$ cat src/rtl/stx_pkg.sv
package stx_pkg;
   typedef enum logic {
      PAR_EVEN = 1'b0,
      PAR_ODD  = 1'b1
   } par_sel_e;

   localparam int unsigned STX_FRAME_EXTRA = 3;
endpackage

$ cat src/rtl/stx_sync.sv
module stx_sync #(
   parameter int unsigned STAGES = 2,
   parameter bit          RST_VAL = 1'b1
) (
   input  logic clk,
   input  logic rst_n,
   input  logic d,
   output logic q
);
   logic [STAGES-1:0] chain;

   generate
      if (STAGES == 1) begin : g_one
         always_ff @(posedge clk or negedge rst_n) begin
            if (!rst_n) chain <= RST_VAL;
            else        chain <= d;
         end
      end else begin : g_many
         always_ff @(posedge clk or negedge rst_n) begin
            if (!rst_n) chain <= {STAGES{RST_VAL}};
            else        chain <= {chain[STAGES-2:0], d};
         end
      end
   endgenerate

   assign q = chain[STAGES-1];
endmodule

$ cat src/rtl/stx_fifo.sv
module stx_fifo #(
   parameter int unsigned W     = 8,
   parameter int unsigned DEPTH = 16,
   localparam int unsigned PTR_W = $clog2(DEPTH),
   localparam int unsigned LVL_W = $clog2(DEPTH + 1)
) (
   input  logic             clk,
   input  logic             rst_n,
   input  logic             wr_en,
   input  logic [W-1:0]     wr_data,
   input  logic             rd_en,
   output logic [W-1:0]     rd_data,
   output logic [LVL_W-1:0] level,
   output logic             full,
   output logic             empty
);
   logic [W-1:0]     mem [DEPTH];
   logic [PTR_W-1:0] wptr, rptr;
   logic             do_wr, do_rd;

   assign full  = (level == LVL_W'(DEPTH));
   assign empty = (level == '0);
   assign do_wr = wr_en && !full;
   assign do_rd = rd_en && !empty;
   assign rd_data = mem[rptr];

   always_ff @(posedge clk) begin
      if (do_wr) mem[wptr] <= wr_data;
   end

   always_ff @(posedge clk or negedge rst_n) begin
      if (!rst_n) begin
         wptr  <= '0;
         rptr  <= '0;
         level <= '0;
      end else begin
         if (do_wr) wptr <= wptr + 1'b1;
         if (do_rd) rptr <= rptr + 1'b1;
         case ({do_wr, do_rd})
            2'b10:   level <= level + 1'b1;
            2'b01:   level <= level - 1'b1;
            default: level <= level;
         endcase
      end
   end
endmodule

$ cat src/rtl/stx_shifter.sv
module stx_shifter
   import stx_pkg::*;
#(
   parameter int unsigned W          = 8,
   parameter int unsigned OVS        = 16,
   parameter bit          HAS_PARITY = 1'b1,
   localparam int unsigned FW = W + STX_FRAME_EXTRA,
   localparam int unsigned IW = $clog2(FW),
   localparam int unsigned CW = $clog2(OVS)
) (
   input  logic         clk,
   input  logic         rst_n,
   input  logic         baud_tick,
   input  logic         go,
   input  logic [W-1:0] data,
   input  logic         par_en,
   input  par_sel_e     par_sel,
   output logic         pop,
   output logic         halt,
   output logic         busy,
   output logic         txd
);
   logic [FW-1:0] sh, frame;
   logic [IW-1:0] idx, last, last_nxt;
   logic [CW-1:0] tcnt;
   logic          bit_end, frame_end;

   generate
      if (HAS_PARITY) begin : g_par
         logic pbit;
         assign pbit     = (par_sel == PAR_ODD) ? ~^data : ^data;
         assign frame    = {1'b1, par_en ? pbit : 1'b1, data, 1'b0};
         assign last_nxt = par_en ? IW'(W + 2) : IW'(W + 1);
      end else begin : g_nopar
         logic unused_par;
         assign unused_par = par_en ^ par_sel;
         assign frame    = {2'b11, data, 1'b0};
         assign last_nxt = IW'(W + 1);
      end
   endgenerate

   assign bit_end   = busy && baud_tick && (tcnt == CW'(OVS - 1));
   assign frame_end = bit_end && (idx == last);
   assign pop       = baud_tick && go && (!busy || frame_end);
   assign halt      = frame_end && !go;
   assign txd       = busy ? sh[0] : 1'b1;

   always_ff @(posedge clk or negedge rst_n) begin
      if (!rst_n) begin
         sh   <= '1;
         idx  <= '0;
         last <= '0;
         tcnt <= '0;
         busy <= 1'b0;
      end else if (pop) begin
         sh   <= frame;
         idx  <= '0;
         last <= last_nxt;
         tcnt <= '0;
         busy <= 1'b1;
      end else if (halt) begin
         busy <= 1'b0;
         tcnt <= '0;
      end else if (busy && baud_tick) begin
         if (bit_end) begin
            tcnt <= '0;
            sh   <= {1'b1, sh[FW-1:1]};
            idx  <= idx + 1'b1;
         end else begin
            tcnt <= tcnt + 1'b1;
         end
      end
   end
endmodule

$ cat src/rtl/serial_tx_flow.sv
module serial_tx_flow
   import stx_pkg::*;
#(
   parameter int unsigned DATA_W      = 8,
   parameter int unsigned DEPTH       = 16,
   parameter int unsigned OVS         = 16,
   parameter int unsigned SYNC_STAGES = 2,
   parameter bit          HAS_PARITY  = 1'b1,
   localparam int unsigned LVL_W = $clog2(DEPTH + 1)
) (
   input  logic              clk,
   input  logic              rst_n,
   input  logic              wr_en,
   input  logic [DATA_W-1:0] wr_data,
   output logic              fifo_full,
   input  logic              baud_tick,
   input  logic              cts_n,
   input  logic              flow_en,
   input  logic              par_en,
   input  logic              par_odd,
   input  logic [LVL_W-1:0]  empty_thresh,
   input  logic              empty_clr,
   input  logic              end_clr,
   output logic              txd,
   output logic              tx_empty_flag,
   output logic              tx_end_flag,
   output logic              irq
);
   generate
      if (DEPTH < 2 || (DEPTH & (DEPTH - 1)) != 0) begin : g_bad_depth
         $fatal(1, "DEPTH must be a power of two of at least 2");
      end
      if (OVS < 2 || (OVS & (OVS - 1)) != 0) begin : g_bad_ovs
         $fatal(1, "OVS must be a power of two of at least 2");
      end
      if (SYNC_STAGES < 1) begin : g_bad_sync
         $fatal(1, "SYNC_STAGES must be at least 1");
      end
      if (DATA_W < 5 || DATA_W > 9) begin : g_bad_w
         $fatal(1, "DATA_W must lie in 5..9");
      end
   endgenerate

   logic [DATA_W-1:0] head;
   logic [LVL_W-1:0]  level;
   logic              q_empty, cts_s, go, pop, halt, busy;
   logic              empty_q, end_q;

   stx_fifo #(.W(DATA_W), .DEPTH(DEPTH)) u_fifo (
      .clk(clk), .rst_n(rst_n), .wr_en(wr_en), .wr_data(wr_data),
      .rd_en(pop), .rd_data(head), .level(level), .full(fifo_full),
      .empty(q_empty)
   );

   stx_sync #(.STAGES(SYNC_STAGES), .RST_VAL(1'b1)) u_cts (
      .clk(clk), .rst_n(rst_n), .d(cts_n), .q(cts_s)
   );

   assign go = !q_empty && (!flow_en || !cts_s);

   stx_shifter #(.W(DATA_W), .OVS(OVS), .HAS_PARITY(HAS_PARITY)) u_shift (
      .clk(clk), .rst_n(rst_n), .baud_tick(baud_tick), .go(go),
      .data(head), .par_en(par_en), .par_sel(par_sel_e'(par_odd)),
      .pop(pop), .halt(halt), .busy(busy), .txd(txd)
   );

   always_ff @(posedge clk or negedge rst_n) begin
      if (!rst_n)                     empty_q <= 1'b1;
      else if (level <= empty_thresh) empty_q <= 1'b1;
      else if (empty_clr)             empty_q <= 1'b0;
   end

   always_ff @(posedge clk or negedge rst_n) begin
      if (!rst_n)                end_q <= 1'b1;
      else if (pop)              end_q <= 1'b0;
      else if (halt && q_empty)  end_q <= 1'b1;
      else if (end_clr)          end_q <= 1'b0;
   end

   assign tx_empty_flag = empty_q;
   assign tx_end_flag   = end_q;
   assign irq           = empty_q;
endmodule

$ cat config.mk
export PLATFORM = sky130hd
export DESIGN_NAME = serial_tx_flow
export DESIGN_NICKNAME = d
export VERILOG_FILES = /design/src/rtl/stx_pkg.sv /design/src/rtl/stx_sync.sv /design/src/rtl/stx_fifo.sv /design/src/rtl/stx_shifter.sv /design/src/rtl/serial_tx_flow.sv
export SDC_FILE = /design/constraint.sdc
export NUM_CORES = 1
export LEC_CHECK = 0
export BUFFER_PORTS_ARGS = -buffer_cell sky130_fd_sc_hd__buf_2
export CAP_MARGIN = 20
export CORE_MARGIN = 2
export CORE_UTILIZATION = 60
export CTS_CLUSTER_DIAMETER = 100
export DETAILED_ROUTE_END_ITERATION = 10
export GPL_ROUTABILITY_DRIVEN = 0
export GPL_TIMING_DRIVEN = 1
export PLACE_DENSITY = 0.83
export SETUP_SLACK_MARGIN = 0.2
export SLEW_MARGIN = 20
export SYNTH_ARGS = -nofsm -noshare
export SYNTH_HDL_FRONTEND = slang
export SYNTH_SLANG_ARGS = --single-unit
$ cat constraint.sdc
create_clock -name clk -period 10 [get_ports clk]
set_clock_uncertainty 0.2 [all_clocks]
set_input_delay 1 -clock clk [delete_from_list [all_inputs] [get_ports clk]]
set_output_delay 1 -clock clk [all_outputs]
set_load 0.01 [all_outputs]
### After elaboration in Yosys (flattened, before gate mapping)

Memory sizes are Yosys's and may differ from the RTL's.
Cells that the tools add are included.

| word-level totals | value |
|---|---|
| bits of input ports | 23 |
| memories | 1 |
| bits in registers | 41 |
| bits in writable memories | 128 |

| operators by class | value |
|---|---|
| reductions and logical operators | 29 |
| muxes and demuxes | 26 |
| equal/unequal tests | 6 |
| add/subtract/negate cells | 6 |
| $lt $le $gt $ge | 1 |

Memories:

| memory | words | bits a word | rd ports | clocked after memory_dff | wr ports | line | RTL |
|---|---|---|---|---|---|---|---|
| u_fifo.mem | 16 | 8 | 1 | 0 | 1 | stx_fifo.sv:17 | `logic [W-1:0] mem [DEPTH];` |

Operator list:

| operator | count |
|---|---|
| $mux 11 | 4 |
| $mux 4 | 8 |
| $add 4x1->4 const B | 4 |
| $mux 1 | 12 |
| $logic_and 1x1->1 | 10 |
| $pmux 5 s2 | 1 |
| $reduce_bool 2->1 | 5 |
| $reduce_xnor 8->1 | 1 |
| $reduce_xor 8->1 | 1 |
| $logic_not 1->1 | 6 |
| $reduce_bool 3->1 | 2 |
| $add 5x1->5 const B | 1 |
| $eq 5x5->1 const B | 1 |
| $le 5x5->1 | 1 |
| $logic_not 5->1 | 1 |
| $sub 5x1->5 const B | 1 |
| $eq 4x4->1 | 1 |
| $eq 4x4->1 const B | 1 |
| $reduce_and 3->1 | 1 |
| $eq 2x1->1 const B | 1 |
| $eq 2x2->1 const B | 1 |
| $logic_or 1x1->1 | 2 |
| $mux 2 | 1 |
| $ne 2x1->1 const B | 1 |

### Depth between registers and ports, before layout

| logic depth | value |
|---|---|
| depth after elaboration | 8 |
| depth in mapped cells | 16 |

### Hierarchy

From an unflattened synthesis, not the netlist that was laid out.

| unflattened totals | value |
|---|---|
| cell total of the unflattened synthesis | 508 |
| area total of the unflattened synthesis | 7419.6 um^2 |

By module, submodules not included:

| module | seq. area each (um^2) | area an instance (um^2) | cells each | instances |
|---|---|---|---|---|
| stx_fifo | 4169.0 | 5779.3 | 332 | 1 |
| stx_shifter | 563.0 | 1376.3 | 147 | 1 |
| serial_tx_flow | 52.6 | 211.5 | 27 | 1 |
| stx_sync | 52.6 | 52.6 | 2 | 1 |

### Worst setup path after synthesis

OpenSTA, ideal clock, no wires.

| timing | value |
|---|---|
| path kind | input -> register |
| from | input baud_tick |
| to | register u_fifo.level[4] |
| buffers on the path | 2 |
| setup slack | 6091 ps |
| stages on the path | 15 |
| data arrival time | 3629 ps |
| data required time | 9721 ps |
| cells stage by stage | nand2_1 nor2_1 nand2_1 a21oi_1 clkbuf_1 ha_1 clkbuf_1 xor2_1 ha_1 o21a_1 o21ai_0 o21bai_1 xnor2_1 nor2_1 xor2_1 |

| on the way | value |
|---|---|
| word-level cells in the longest chain between the ends | 8 |
| elaborated cells between the ends (all ways) | 11 |

RTL lines:

| element | line | RTL |
|---|---|---|
| from (decl) | serial_tx_flow.sv:16 | `input logic baud_tick,` |
| $logic_and 1x1->1 (2 in series) | stx_shifter.sv:42 | `assign bit_end = busy && baud_tick && (tcnt == CW'(OVS - 1));` |
| $logic_and 1x1->1 | stx_shifter.sv:43 | `assign frame_end = bit_end && (idx == last);` |
| $logic_or 1x1->1 | stx_shifter.sv:44 | `assign pop = baud_tick && go && (!busy \|\| frame_end);` |
| $logic_and 1x1->1 (*) | stx_shifter.sv:44 |  |
| $logic_and 1x1->1 (*) | stx_fifo.sv:24 | `assign do_rd = rd_en && !empty;` |
| named net u_fifo.do_rd | stx_fifo.sv:19 | `logic do_wr, do_rd;` |
| $eq 2x1->1 / $eq 2x2->1 (equally long branches) | stx_fifo.sv:39 | `case ({do_wr, do_rd})` |
| $pmux 5 s2 / $reduce_bool 2->1 (equally long branches) | -- |  |
| to (signal assigned) | stx_fifo.sv:40 | `2'b10: level <= level + 1'b1;` |
| to (signal assigned) | stx_fifo.sv:41 | `2'b01: level <= level - 1'b1;` |
| to (signal assigned) | stx_fifo.sv:42 | `default: level <= level;` |
| to (decl) | stx_fifo.sv:13 | `output logic [LVL_W-1:0] level,` |

Mark *: on every way through the listed nets, which the timed path passes. The rest lies on a longest branch.
A chain may end at the register's enable or synchronous reset.

### Worst setup path after layout

| timing | value |
|---|---|
| from | register u_shift.idx[0] |
| to | register u_fifo.level[4] |

| on the way | value |
|---|---|
| word-level cells in the longest chain between the ends | 7 |
| elaborated cells between the ends (all ways) | 9 |

RTL lines:

| element | line | RTL |
|---|---|---|
| from (decl) | stx_shifter.sv:24 | `logic [IW-1:0] idx, last, last_nxt;` |
| from (signal assigned) | stx_shifter.sv:68 | `idx <= idx + 1'b1;` |
| $eq 4x4->1 (*) | stx_shifter.sv:43 |  |
| $logic_and 1x1->1 (*) | stx_shifter.sv:43 |  |
| $logic_or 1x1->1 (*) | stx_shifter.sv:44 |  |
| $logic_and 1x1->1 (*) | stx_shifter.sv:44 |  |
| $logic_and 1x1->1 (*) | stx_fifo.sv:24 |  |
| $eq 2x1->1 / $eq 2x2->1 (equally long branches) | stx_fifo.sv:39 |  |
| $pmux 5 s2 / $reduce_bool 2->1 (equally long branches) | -- |  |

Every way passes the cells marked *; elsewhere a longest branch is shown, timed or not.

==> metrics <==
achievable frequency 296.3 MHz; Final min period 3375 ps; worst vdd ir between 0.00015 and 0.0002 V; nature of the critical path endpoint register; Area Overhead vs Synth 11.96%; Starting Density 0.6185; GRT Overall Usage 0.2310; Max Cap Viol 0; Worst EP required 10150 ps; CP max FO 9; Crit-path slowest cell nor4_1; post-synth net total around 460; Slew Viols, Final 0; Nets 495; Hold Fails Final Rpt 0; total number of vias 3808; Post-CTS Hold Buffers 0; path type of the worst min-delay path register to register; Post-Synthesis Cells 424; TNS Setup 0 ps; final cycle utilization of the critical path 0.3375; Layout fillers 712; Setup Viol. Count Final 0; Post-Place Setup Slack 6332 ps; Post-DP HPWL approximately 8.3 mm; Post-synth top flop edfxtp_1; postcts setup bufs 0; placed instance count 580; synth warn 0; FFs w/ async S/R, synth 0.2335; TritonRoute pass-1 iters 5; Detail Route Antenna Nets 0; Netlist Area Pre-Place around 0.0071 mm^2; # rows 39; Post-route DRC 0; initial antenna violation count 0; TritonCTS clock tree yes; worst-path cell chain xor2_1 -> nor4_1 -> nand2_1 -> a21oi_2 -> ha_1 -> xor2_1 -> ha_1 -> o21a_1 -> o21ai_0 -> o21bai_1 -> xnor2_1 -> nor2_1 -> xor2_1; Num CTS Buffers 17; gr ovfl total 0; Synth area leader edfxtp_1; Static Leak 2.841 nW; non-filler cells, final 611; io pins 28; area of the core between 0.01 and 0.015 mm^2; most frequent CP cell xor2_1; CTS max path bufs 2; Port Buffer Count 27; Final Cell Area 0.007941 mm^2; status completed; sequential area share after synthesis 0.6820; CP max stage delay a little over 500 ps; Mapped Avg Cell Area roughly 17 um^2; die area 0.01271 mm^2; pin slew with the least headroom to its limit 951.1 ps; layout cells sized above 1 0.2415; EDFF count, synth around 130; largest net degree at the start of global routing 40; Cell variety after synth 45; post-DR vias/cell 6.232; Root Buffer clkbuf_16; Wirelength per Cell between 20 and 25 um; Clock transition at path regs ~60 ps; max_slew headroom 0.3636; CTS Sinks about 170; violation count after the first detailed-route iteration 382; die height 112.7 um; Setup crit start kind register; Power Dens Cells 276.9 mW/mm^2; vias in the first global route 3838; worst skew pair latency between 400 and 500 ps; H-tree depth 4; Post-CTS Resized 0; die width approximately 110 um; ranking of synthesized cells by area edfxtp_1, mux4_2, dfrtp_1; Placed Area 0.007338 mm^2; crit path DAT 3520 ps; number of antenna diodes 0; WL final ~14 mm; RSZ-0062 raised after global routing no; Setup CP Type register to register; Synth top area share 0.5419; global-route wire length before repair 21.34 mm; synthesized flop and latch total 167; setup ws final roughly 6600 ps
report_power, final:
| group | leakage [nW] | switching (mW) | total (mW) | internal [mW] |
|---|---|---|---|---|
| logic | 0.953 | 0.288 | 0.576 | 0.288 |
| clock network | 0.284 | 0.271 | 0.668 | 0.397 |
| registers | 1.60 | 0.0797 | 0.955 | 0.875 |
| total | 2.84 | 0.638 | 2.20 | 1.56 |
worst max-delay path: cells and delay by family (launching register included):
family	cells	cell delay (ps)
AOI/OAI and AO/OA	4	640
xor gates and xnor gates	4	570
adders and majority gates	2	620
DFF	1	420
and+or+nand+nor	3	860
Yosys cell counts (2+ instances only):
cell,n
edfxtp_1,128
mux4_2,31
nand2_1,30
dfrtp_1,25
nor2_1,19
ha_1,16
inv_1,15
dfstp_2,14
o21ai_0,12
clkbuf_1,11
nand3_1,11
a21oi_1,9
o21ai_1,9
xnor2_1,9
xor2_1,9
mux2i_1,8
nor3_1,7
a22oi_1,5
mux4_1,5
nand2b_1,5
nand4_1,4
nor2b_1,4
a22o_1,3
buf_1,3
buf_2,3
xnor3_1,3
a32oi_1,2
buf_12,2
buf_4,2
mux2_2,2
nor4_1,2
o21a_1,2
or3_1,2
flip-flops by register name (all words and copies together) (netlist names):
signal	flops
u_fifo.level	5
u_shift.sh	10
u_shift.busy	1
u_shift.tcnt	4
u_fifo.wptr	4
u_shift.last	3
u_fifo.mem	128
tx_end_flag	1
u_cts.chain	2
u_fifo.rptr	4
u_shift.idx	4
irq	1
metrics by stage:
stage          power, mW  hold WS [ps]    util
6_report           2.199         161.8  0.6925
5_1_grt            2.294         168.1  0.6925
4_1_cts            2.207         164.5  0.6925
3_5_place_dp       1.533         151.9  0.6399
3_3_place_gp       1.503         150.4  0.6399
2_1_floorplan      1.409         145.2       -
cell families (layout without fill, tap and decap cells):
family / after synthesis / in the layout / synth area share
multiplexers: 47 / 47 / 0.1330
AO/OA/AOI/OAI: 48 / 48 / 0.04093
AND/OR/NAND/NOR: 88 / 88 / 0.05733
XOR/XNOR: 21 / 21 / 0.03175
adder cells (fa/ha/maj): 16 / 16 / 0.02822
buffers and inverters: 37 / 81 / 0.02681
flip-flops: 167 / 167 / 0.6820
layout by cell type (no fill, tap or decap), types with 14 or more instances in the layout:
cell | Yosys | final
edfxtp_1 | 128 | 128
mux4_2 | 31 | 31
nand2_1 | 30 | 30
buf_2 | 3 | 27
dfrtp_1 | 25 | 24
nor2_1 | 19 | 19
clkbuf_16 | 0 | 17
ha_1 | 16 | 16
inv_1 | 15 | 15
dfstp_2 | 14 | 14
metal layers:
metal	GRT usage	vias to the layer above	share of wire	wire length, um
met4	0.07967	0	0.022	299
met3	0.05624	19	0.054	737
met2	0.3856	153	0.52	7079
met1	0.3022	1949	0.41	5601
li1	-	1687	-	-
met5	0	-	0	0
final timing paths:
| path | depth (start not counted) | to | slack, ps | startpoint |
|---|---|---|---|---|
| worst max-delay path | 13 | u_fifo.level[4]$_DFFE_PN0P_ | 6620 | u_shift.idx[0]$_DFFE_PN0P_ |
| worst min-delay path | 0 | u_cts.chain[1]$_DFF_PN1_ | 160 | u_cts.chain[0]$_DFF_PN1_ |
| worst max register to register | 13 | u_fifo.level[4]$_DFFE_PN0P_ | 6620 | u_shift.idx[0]$_DFFE_PN0P_ |
| worst min register to register | 0 | u_cts.chain[1]$_DFF_PN1_ | 160 | u_cts.chain[0]$_DFF_PN1_ |
| max in group asynchronous | 1 | u_fifo.rptr[0]$_DFFE_PN0P_ | 8520 | rst_n |
| min in group asynchronous | 1 | u_fifo.level[2]$_DFFE_PN0P_ | 490 | rst_n |
layout make-up:
type | instances | area (um^2) | area share
flip-flops and latches | 167 | 4838 | 0.6093
clock buffers | 19 | 432.9 | 0.05451
inverters | 15 | 56.30 | 0.007090
repair buffers | 35 | 195.2 | 0.02458
clock inverters | 12 | 170.2 | 0.02143
multi-input cells | 220 | 2069 | 0.2606
well taps | 143 | 178.9 | 0.02253
Power figures use the tool's default switching activity.
